<file path="src/rtl/doorbell_pkg.sv">
package doorbell_pkg;

   typedef enum logic {
      DB_NARROW = 1'b0,
      DB_WIDE   = 1'b1
   } db_mode_e;

   localparam int unsigned NARROW_BYTES = 4;
   localparam int unsigned WIDE_BYTES   = 8;
   localparam int unsigned NARROW_DW    = 32;

   function automatic logic [3:0] slot_bytes(input db_mode_e m);
      return (m == DB_WIDE) ? 4'(WIDE_BYTES) : 4'(NARROW_BYTES);
   endfunction

   function automatic int unsigned slot_shift(input db_mode_e m);
      return (m == DB_WIDE) ? 3 : 2;
   endfunction

endpackage

</file>
<file path="src/rtl/doorbell_addr_dec.sv">
module doorbell_addr_dec
   import doorbell_pkg::*;
#(
   parameter int unsigned ADDR_W = 13,
   parameter int unsigned QID_W  = 8,
   parameter int unsigned MAX_Q  = 16
) (
   input  db_mode_e            mode,
   input  logic [ADDR_W-1:0]   off,
   output logic [QID_W-1:0]    qid,
   output logic                aligned,
   output logic                in_table
);

   logic [ADDR_W-1:0] slot;

   always_comb begin
      slot     = off >> slot_shift(mode);
      aligned  = (mode == DB_WIDE) ? (off[2:0] == 3'b000) : (off[1:0] == 2'b00);
      in_table = (32'(slot) < MAX_Q);
      qid      = QID_W'(slot);
   end

endmodule

</file>
<file path="src/rtl/doorbell_table.sv">
module doorbell_table
   import doorbell_pkg::*;
#(
   parameter int unsigned MAX_Q     = 16,
   parameter int unsigned QID_W     = 8,
   parameter int unsigned DB_WINDOW = 4096,
   localparam int unsigned QI       = (MAX_Q > 1) ? $clog2(MAX_Q) : 1,
   localparam int unsigned TAB_N    = 1 << QI
) (
   input  logic              clk,
   input  logic              rst_n,
   input  db_mode_e          mode,
   input  logic              cmd_valid,
   input  logic              cmd_remove,
   input  logic [QID_W-1:0]  cmd_qid,
   output logic [TAB_N-1:0]  valid_o,
   output logic              err_dup_o,
   output logic              err_stale_o,
   output logic              err_range_o
);

   logic [TAB_N-1:0] valid_q;
   logic [QI-1:0]    sel;
   logic [31:0]      off32;
   logic             in_tab, too_far, hit;
   logic             do_set, do_clr;

   always_comb begin
      sel     = QI'(cmd_qid);
      in_tab  = (32'(cmd_qid) < MAX_Q);
      off32   = 32'(cmd_qid) << slot_shift(mode);
      too_far = (off32 > 32'(DB_WINDOW));
      hit     = in_tab && valid_q[sel];
      do_set  = cmd_valid && !cmd_remove && in_tab && !too_far && !hit;
      do_clr  = cmd_valid && cmd_remove && hit;
   end

   for (genvar i = 0; i < TAB_N; i++) begin : g_entry
      if (i < MAX_Q) begin : g_live
         logic v_q;
         always_ff @(posedge clk) begin
            if (!rst_n)
               v_q <= 1'b0;
            else if (do_set && (sel == QI'(i)))
               v_q <= 1'b1;
            else if (do_clr && (sel == QI'(i)))
               v_q <= 1'b0;
         end
         assign valid_q[i] = v_q;
      end else begin : g_pad
         assign valid_q[i] = 1'b0;
      end
   end

   always_ff @(posedge clk) begin
      if (!rst_n) begin
         err_dup_o   <= 1'b0;
         err_stale_o <= 1'b0;
         err_range_o <= 1'b0;
      end else begin
         err_range_o <= cmd_valid && !cmd_remove && (!in_tab || too_far);
         err_dup_o   <= cmd_valid && !cmd_remove && in_tab && !too_far && hit;
         err_stale_o <= cmd_valid && cmd_remove && !hit;
      end
   end

   assign valid_o = valid_q;

   assert_dup_keeps_table_R6: assert property (@(posedge clk) disable iff (!rst_n)
      err_dup_o |-> $stable(valid_q));

   assert_stale_keeps_table_R7: assert property (@(posedge clk) disable iff (!rst_n)
      err_stale_o |-> $stable(valid_q));

   assert_range_keeps_table_R5: assert property (@(posedge clk) disable iff (!rst_n)
      err_range_o |-> $stable(valid_q));

   assert_one_change_R5: assert property (@(posedge clk) disable iff (!rst_n)
      $countones(valid_q ^ $past(valid_q)) <= 1);

endmodule

</file>
<file path="src/rtl/doorbell_decoder.sv">
module doorbell_decoder
   import doorbell_pkg::*;
#(
   parameter int unsigned MAX_Q     = 16,
   parameter int unsigned QID_W     = 8,
   parameter int unsigned ADDR_W    = 13,
   parameter int unsigned DATA_W    = 64,
   parameter int unsigned DB_WINDOW = 4096
) (
   input  logic               clk,
   input  logic               rst_n,
   input  logic               wide_mode,
   input  logic               wr_en,
   input  logic [ADDR_W-1:0]  wr_off,
   input  logic [3:0]         wr_size,
   input  logic [DATA_W-1:0]  wr_data,
   input  logic               cmd_valid,
   input  logic               cmd_remove,
   input  logic [QID_W-1:0]   cmd_qid,
   output logic               idx_valid,
   output logic [QID_W-1:0]   idx_qid,
   output logic [DATA_W-1:0]  idx_value,
   output logic               err_size,
   output logic               err_unmapped,
   output logic               err_dup,
   output logic               err_stale,
   output logic               err_range
);

   localparam int unsigned QI    = (MAX_Q > 1) ? $clog2(MAX_Q) : 1;
   localparam int unsigned TAB_N = 1 << QI;
   localparam int unsigned NW    = NARROW_DW;

   if (MAX_Q < 1) begin : g_chk_maxq
      $error("MAX_Q must be at least one");
   end
   if ((1 << QID_W) < MAX_Q) begin : g_chk_qid
      $error("QID_W too narrow for MAX_Q");
   end
   if (DATA_W <= NW) begin : g_chk_data
      $error("DATA_W must exceed the narrow doorbell width");
   end
   if (ADDR_W < 4) begin : g_chk_addr
      $error("ADDR_W too narrow");
   end

   db_mode_e          mode;
   logic [TAB_N-1:0]  valid_vec;
   logic [QID_W-1:0]  dec_qid;
   logic              dec_aligned, dec_in_tab;
   logic              size_ok, slot_hit, accept;
   logic [DATA_W-1:0] next_idx;

   assign mode = db_mode_e'(wide_mode);

   doorbell_addr_dec #(
      .ADDR_W (ADDR_W),
      .QID_W  (QID_W),
      .MAX_Q  (MAX_Q)
   ) u_dec (
      .mode     (mode),
      .off      (wr_off),
      .qid      (dec_qid),
      .aligned  (dec_aligned),
      .in_table (dec_in_tab)
   );

   doorbell_table #(
      .MAX_Q     (MAX_Q),
      .QID_W     (QID_W),
      .DB_WINDOW (DB_WINDOW)
   ) u_tab (
      .clk         (clk),
      .rst_n       (rst_n),
      .mode        (mode),
      .cmd_valid   (cmd_valid),
      .cmd_remove  (cmd_remove),
      .cmd_qid     (cmd_qid),
      .valid_o     (valid_vec),
      .err_dup_o   (err_dup),
      .err_stale_o (err_stale),
      .err_range_o (err_range)
   );

   always_comb begin
      size_ok  = (wr_size == slot_bytes(mode));
      slot_hit = dec_aligned && dec_in_tab && valid_vec[QI'(dec_qid)];
      accept   = wr_en && size_ok && slot_hit;
      if (mode == DB_WIDE)
         next_idx = wr_data + DATA_W'(1);
      else
         next_idx = {{(DATA_W-NW){1'b0}}, wr_data[NW-1:0]};
   end

   always_ff @(posedge clk) begin
      if (!rst_n) begin
         idx_valid    <= 1'b0;
         idx_qid      <= '0;
         idx_value    <= '0;
         err_size     <= 1'b0;
         err_unmapped <= 1'b0;
      end else begin
         idx_valid    <= accept;
         err_size     <= wr_en && !size_ok;
         err_unmapped <= wr_en && size_ok && !slot_hit;
         if (accept) begin
            idx_qid   <= dec_qid;
            idx_value <= next_idx;
         end
      end
   end

   assert_one_outcome_R9: assert property (@(posedge clk) disable iff (!rst_n)
      $onehot0({idx_valid, err_size, err_unmapped}));

   assert_index_after_write_R9: assert property (@(posedge clk) disable iff (!rst_n)
      idx_valid |-> $past(wr_en));

   assert_size_err_after_write_R2: assert property (@(posedge clk) disable iff (!rst_n)
      err_size |-> $past(wr_en));

   assert_slot_size_matched_R1: assert property (@(posedge clk) disable iff (!rst_n)
      idx_valid |-> ($past(wr_size) == ($past(wide_mode) ? 4'd8 : 4'd4)));

   assert_narrow_zero_ext_R4: assert property (@(posedge clk) disable iff (!rst_n)
      (idx_valid && !$past(wide_mode)) |-> (idx_value[DATA_W-1:NW] == '0));

endmodule

</file>
<file path="config.mk">
export PLATFORM = sky130hd
export DESIGN_NAME = doorbell_decoder
export DESIGN_NICKNAME = d
export VERILOG_FILES = /design/src/rtl/doorbell_pkg.sv /design/src/rtl/doorbell_addr_dec.sv /design/src/rtl/doorbell_table.sv /design/src/rtl/doorbell_decoder.sv
export SDC_FILE = /design/constraint.sdc
export NUM_CORES = 1
export LEC_CHECK = 0
export ABC_AREA = 1
export CAP_MARGIN = 0
export CORE_MARGIN = 2
export CORE_UTILIZATION = 54
export CTS_CLUSTER_DIAMETER = 150
export CTS_CLUSTER_SIZE = 8
export DETAILED_ROUTE_END_ITERATION = 10
export GPL_ROUTABILITY_DRIVEN = 0
export PLACE_DENSITY = 0.9
export SLEW_MARGIN = 20
export SYNTH_ARGS = -nofsm -noshare
export SYNTH_HDL_FRONTEND = slang
export SYNTH_SLANG_ARGS = --single-unit
</file>
<file path="constraint.sdc">
create_clock -name clk -period 3.14 [get_ports clk]
set_input_delay 0.942 -clock clk [delete_from_list [all_inputs] [get_ports clk]]
set_output_delay 0.942 -clock clk [all_outputs]
set_load 0.01 [all_outputs]
</file>
==> Word level (Yosys, flattened, before mapping) <==
Index checks and enable logic that the tools add are counted.
{ "word_totals": {"ff_bits": 94, "output_inout_bits": 78, "wordCells": 162} }
{ "op_classes": {"add_sub_neg": 1, "magnitude_cmp": 5, "n_eq_ne": 16, "shifts": 2, "n_mux": 40, "reduce_logical": 74} }
{ "op_table": {"columns": ["op", "n"], "rows": [
  ["$add A64 B1 Y64 const B", 1],
  ["$mux W64", 1],
  ["$logic_and A1 B1 Y1", 48],
  ["$mux W1", 36],
  ["$eq A4 B4 Y1 const B", 8],
  ["$gt A32 B13 Y1 const B", 1],
  ["$reduce_bool A2 Y1", 16],
  ["$shl A8 B32 Y32", 1],
  ["$shr A13 B32 Y13", 1],
  ["$eq A4 B3 Y1 const B", 4],
  ["$lt A13 B5 Y1 const B", 1],
  ["$lt A4 B5 Y1 const B", 2],
  ["$bmux W1 S4", 2],
  ["$eq A4 B2 Y1 const B", 2],
  ["$lt A8 B5 Y1 const B", 1],
  ["$logic_not A1 Y1", 6],
  ["$eq A4 B1 Y1 const B", 1],
  ["$eq A4 B4 Y1", 1],
  ["$logic_not A4 Y1", 1],
  ["$mux W4", 1],
  ["$logic_not A3 Y1", 1],
  ["$logic_not A2 Y1", 1],
  ["$logic_or A1 B1 Y1", 1]
]} }

==> Logic depth before layout (Yosys ltp) <==
{ "logic_depth": {"depth_word": 8, "depth_mapped": 15} }

==> Cells and area by module <==
A second synthesis with hierarchy kept.
{ "unflattened": {"hier_cells": 1287, "hier_area_um2": 7091.8} }
{ "by_module_without_submodules": {"columns": ["mod", "n_inst", "cells_each", "area_per_inst_um2", "seq_area_each_um2"], "rows": [
  ["doorbell_decoder", 1, 1051, 5691.7, 1501.4],
  ["doorbell_table", 1, 196, 1236.2, 380.4],
  ["doorbell_addr_dec", 1, 40, 163.9, 0.0]
]} }

==> Worst setup path before layout <==
No wires, ideal clock.
{ "synth_path": {"path_type": "input to register", "startpoint": "input port wide_mode", "endpoint": "register idx_qid[1]", "setup_time_ns": 0.113, "arrival_ns": 2.307, "path_slack_ns": 0.721, "cell_stages": 10, "path_buffers": 4, "cell_sequence": "buf_4 buf_6 nand2_1 o21ai_1 nor4_2 nand4_2 buf_6 buf_6 nor2_1 nor2_1"} }
{ "synth_via": {"elab_chain_cells": 6} }
{ "synth_lines": {"columns": ["item", "line", "rtl"], "rows": [
  ["start, declared", "doorbell_decoder.sv:12", "input logic wide_mode,"],
  ["$mux W1", "doorbell_pkg.sv:17", "return (m == DB_WIDE) ? 3 : 2;"],
  ["$shr A13 B32 Y13", "doorbell_addr_dec.sv:18", "slot = off >> slot_shift(mode);"],
  ["$lt A13 B5 Y1 or $bmux W1 S4 (tied branches)", "doorbell_addr_dec.sv:20, doorbell_decoder.sv:87", null],
  ["$logic_and A1 B1 Y1 or $mux W1 (tied branches)", "doorbell_decoder.sv:87", "slot_hit = dec_aligned && dec_in_tab && valid_vec[QI'(dec_qid)];"],
  ["$logic_and A1 B1 Y1", "doorbell_decoder.sv:87", null],
  ["$logic_and A1 B1 Y1", "doorbell_decoder.sv:88", "accept = wr_en && size_ok && slot_hit;"],
  ["end signal, assigned", "doorbell_decoder.sv:107", "idx_qid <= dec_qid;"],
  ["end, declared", "doorbell_decoder.sv:21", "output logic [QID_W-1:0] idx_qid,"]
]} }
Parallel ways exist; a longest one is shown, timed or not. The select of a mux whose other input is x is not followed.
A chain may end at the register's enable or synchronous reset.

==> Final worst setup path <==
{ "layout_path": {"startpoint": "input port wide_mode", "endpoint": "register idx_value[51]"} }
{ "layout_via": {"elab_chain_cells": 6} }
{ "layout_lines": {"columns": ["item", "line", "rtl"], "rows": [
  ["$mux W1", "doorbell_pkg.sv:17", null],
  ["$shr A13 B32 Y13", "doorbell_addr_dec.sv:18", null],
  ["$lt A13 B5 Y1 or $bmux W1 S4 (tied branches)", "doorbell_addr_dec.sv:20, doorbell_decoder.sv:87", null],
  ["$logic_and A1 B1 Y1 or $mux W1 (tied branches)", "doorbell_decoder.sv:87", null],
  ["$logic_and A1 B1 Y1", "doorbell_decoder.sv:87", null],
  ["$logic_and A1 B1 Y1", "doorbell_decoder.sv:88", null],
  ["end signal, assigned", "doorbell_decoder.sv:108", "idx_value <= next_idx;"],
  ["end, declared", "doorbell_decoder.sv:22", "output logic [DATA_W-1:0] idx_value,"]
]} }
Parallel ways exist; a longest one is shown, timed or not. The select of a mux whose other input is x is not followed.

==> metrics list <==
- The run finished with clean final reports.
* LEAKAGE: 4.02 nW
- Final wirelength: 21200 um
- Final Worst Setup Slack: 309 ps
- Most common cell on crit path: sky130_fd_sc_hd__nand3_1
- Counting flops and latches in the post-synthesis netlist gives 94.
* Registers with the most flip-flops: idx_value (64), u_tab.g_entry.g_live.v_q (16), idx_qid (8)
* DRC: 0
* Area post-placement: 0.00870 mm2
- Root buf cell: sky130_fd_sc_hd__clkbuf_16
- In the final routed layout, each cell accounts on average for 13.6 um.
- The average instance in the mapped netlist occupies 5.57 um2.
- Number of buffers added to fix hold violations after cts: 0
* Antenna violations before repair: 0
* Max-cap check violation count: 0
- Inserted Diodes: 0
- Normalized max-slew margin: 50.2%
- The finished layout holds 1557 standard cells, fillers aside.
* Arrival time worst endpoint: 3080 ps
- Post-synth net total: 1305
* Startpoint type of the worst setup path: input port
* Largest fanout on the critical path: 13
* Highest clock frequency the design can meet: 353 MHz
- Number of CTS-inserted buffers: 9
- Standard-cell row count: 40
- Port buffering added 172 buffers.
- Post-synthesis cell count: 1209
- The H-tree was split into 3 levels.
- The register with the most flip-flops in the layout has 64 of them.
* Largest vdd supply drop: 0.221 mV
- The clock drives 94 sinks.
* Reg-to-reg endpoint: idx_value[51]
* Final setup violating endpoints: 0
- After clock tree synthesis, the clock-pin slew on the worst setup and hold paths is 60 ps.
- At the worst endpoint, the required time is 3390 ps.
- Power density over cell area: 304 mW/mm2
* Worst Setup Path Type: input port to flip-flop
* Floorplan die area: 0.0134 mm2
- For the pin with the worst max-slew slack, the measured transition is 746 ps.
* Global-route wire length before repair: 34300 um
- Vias in the first global route: 7545
- Total number of vias: 8236
- Once the floorplan was initialized, standard cells occupied 55.6% of the core.
- Pin placement for this block handled 173 I/O pins.
- Count of pins over their slew limit: 0
* Critical path's largest stage delay: 490 ps
- The detail route stage leaves a number of antenna-violating nets equal to 0.
* Height of the die: 116 um
- Summing internal, switching and leakage power gives 0.00273 W.
* Most common cell after layout, fill and taps aside: sky130_fd_sc_hd__nand2_1
- Fraction of final layout cells with drive strength greater than 1: 4.03%
- The critical path starts at wide_mode.
- Core ar.: 0.0121 mm2
- Setup Skew: 8.13 ps
* Unrepaired setup endpoints after global routing: false
* Leading cell types in the layout, fill and taps excluded: sky130_fd_sc_hd__nand2_1, sky130_fd_sc_hd__nor2_1, sky130_fd_sc_hd__clkdlybuf4s50_1, sky130_fd_sc_hd__inv_1, sky130_fd_sc_hd__nand3_1
- Entering global routing, the biggest net connects 65 pins.
- From synthesis to final layout, the design area changed by 33.8%.
- For this run, the detailed router's first-pass iteration total came to 6.
- Across all register-to-register paths, the minimum setup slack is 1490 ps.
- Setup slack at placement: -9.86 ps
* Clock tree from TritonCTS: built
- The worst setup path is captured at a flip-flop.
- Register with the most flip-flops: idx_value
- The number of setup buffers added after CTS is 0.
- For this block, the initial DRC count from the detailed router was 777.
- Worst Hold Class: flip-flop to flip-flop
- Adding up every negative setup slack in the final design gives 0 ps.
- Count of flip-flops with a built-in enable after synthesis: 0
- The share of the Yosys chip area taken by registers is 28.0%.
- Post-synth top flop: sky130_fd_sc_hd__dfxtp_1
- Post-CTS repair changed the size of 0 cells.
* Post-synth design cell area: 0.00673 mm2
- In the finished design, the share of the clock period the worst path needs comes to 90.1%.
- Traced cell by cell, the critical path runs through clkdlybuf4s50_1, inv_2, nand2_2, nand2_2, nand2_1, nand3_1, nand3_1, nand3_1, nand2_1, nor2_1, nand3_1, nand2_1, nor2_1.
- Summed over all layers, the global routing overflow is 0.
- At the end of the flow, the number of nets in the layout was 1480.
* Capturing element of the worst setup path: idx_value[51]
* Maximum number of buffers from clock root to sink: 2
* Clk_lat worst skew: 360 ps
- Overall Global Routing Usage: 31.9%
- Cell total after placement: 1541
- Die Wd: 116 um
- Synthesis Warnings: 0
- The startpoint identified for the worst register-to-register timing path is u_tab.g_entry[8].g_live.v_q.
- Logic depth of the worst register-to-register path: 9
- After detailed routing, the number of vias per cell comes to 5.29.
* Hold Fails Final Rpt: 0
- Sum of net half-perimeters after detailed placement: 16200 um
- Number of distinct library cell variants in the gate-level netlist after synthesis: 32
- After routing the design area is 0.00900 mm2.
- The routed design could run at a clock period as short as 2830 ps.
- Cell with the largest stage delay on the worst path: sky130_fd_sc_hd__clkdlybuf4s50_1
- Of all flip-flops after synthesis, the portion carrying an async set or reset was 0%.
how the worst min path moves through the flow:
stage | slack (ps) | from | cells past startpoint | end
after floorplan | 450 | u_tab.g_entry[9].g_live.v_q | 2 | u_tab.g_entry[9].g_live.v_q
after detailed placement | 440 | idx_qid[5] | 2 | idx_qid[5]
final | 440 | idx_qid[5] | 2 | idx_qid[5]
after CTS | 450 | idx_qid[5] | 2 | idx_qid[5]
after global routing | 460 | idx_qid[5] | 2 | idx_qid[5]
after global placement | 430 | idx_qid[6] | 2 | idx_qid[6]
cell usage after synthesis (2+ instances only):
library cell | count | area, um2
sky130_fd_sc_hd__dfxtp_1 | 94 | 1880
sky130_fd_sc_hd__o21ai_1 | 5 | 25.0
sky130_fd_sc_hd__buf_4 | 2 | 15.0
sky130_fd_sc_hd__nand2_2 | 3 | 18.8
sky130_fd_sc_hd__nand2_1 | 361 | 1360
sky130_fd_sc_hd__nor3_1 | 16 | 80.1
sky130_fd_sc_hd__buf_2 | 13 | 65.1
sky130_fd_sc_hd__nand3_1 | 103 | 515
sky130_fd_sc_hd__xnor2_1 | 12 | 105
sky130_fd_sc_hd__and2_1 | 3 | 18.8
sky130_fd_sc_hd__nand3b_1 | 2 | 15.0
sky130_fd_sc_hd__nor3b_1 | 3 | 22.5
sky130_fd_sc_hd__nor2_1 | 318 | 1190
sky130_fd_sc_hd__buf_1 | 3 | 11.3
sky130_fd_sc_hd__a21oi_1 | 19 | 95.1
sky130_fd_sc_hd__clkbuf_1 | 14 | 52.6
sky130_fd_sc_hd__inv_1 | 151 | 567
sky130_fd_sc_hd__xor2_1 | 30 | 263
sky130_fd_sc_hd__buf_6 | 7 | 78.8
sky130_fd_sc_hd__o21bai_1 | 3 | 22.5
sky130_fd_sc_hd__nand4_1 | 36 | 225
routing by layer:
| layer | vias to the layer above | routed length [um] | GRT usage, % | part of all wire, % |
|---|---|---|---|---|
| met4 | 0 | 865 | 13.9 | 4.1 |
| met1 | 3577 | 8420 | 40.3 | 40 |
| met2 | 501 | 9620 | 52.8 | 45 |
| met5 | - | 0 | 0 | 0 |
| met3 | 97 | 2300 | 6.75 | 11 |
| li1 | 4061 | - | - | - |
per-stage QoR:
stage / util (%) / hold slack [ps]
final: 74.3 / 443
after floorplan: - / 452
after CTS: 74.3 / 449
after global placement: 71.8 / 429
after global routing: 74.3 / 460
after detailed placement: 71.8 / 436
cell families after synthesis:
kind of cell,synth area share [%]
buffers and inverters,11.8
AND/OR/NAND/NOR,52.3
XOR/XNOR,5.47
AO/OA/AOI/OAI,2.31
adder cells (fa/ha/maj),0.186
flip-flops,28.0
final cells by class:
cell class | count | area, um2
well taps | 168 | 210
flip-flops and latches | 94 | 1880
inverters | 152 | 571
repair buffers | 203 | 1970
multi-input cells | 924 | 4060
clock inverters | 5 | 58.8
clock buffers | 11 | 243
fillers | 990 | 3110
critical path, delay by kind of cell:
family,cells,cell delay (ps)
simple gates,11,1400
buf+inv,2,740
report_power, final:
group | switching (W) | internal (W)
Combinational | 0.000234 | 0.000184
Clock | 0.000481 | 0.000639
Sequential | 0.000000775 | 0.00119
Total | 0.000717 | 0.00202
Power figures use the tool's default switching activity.
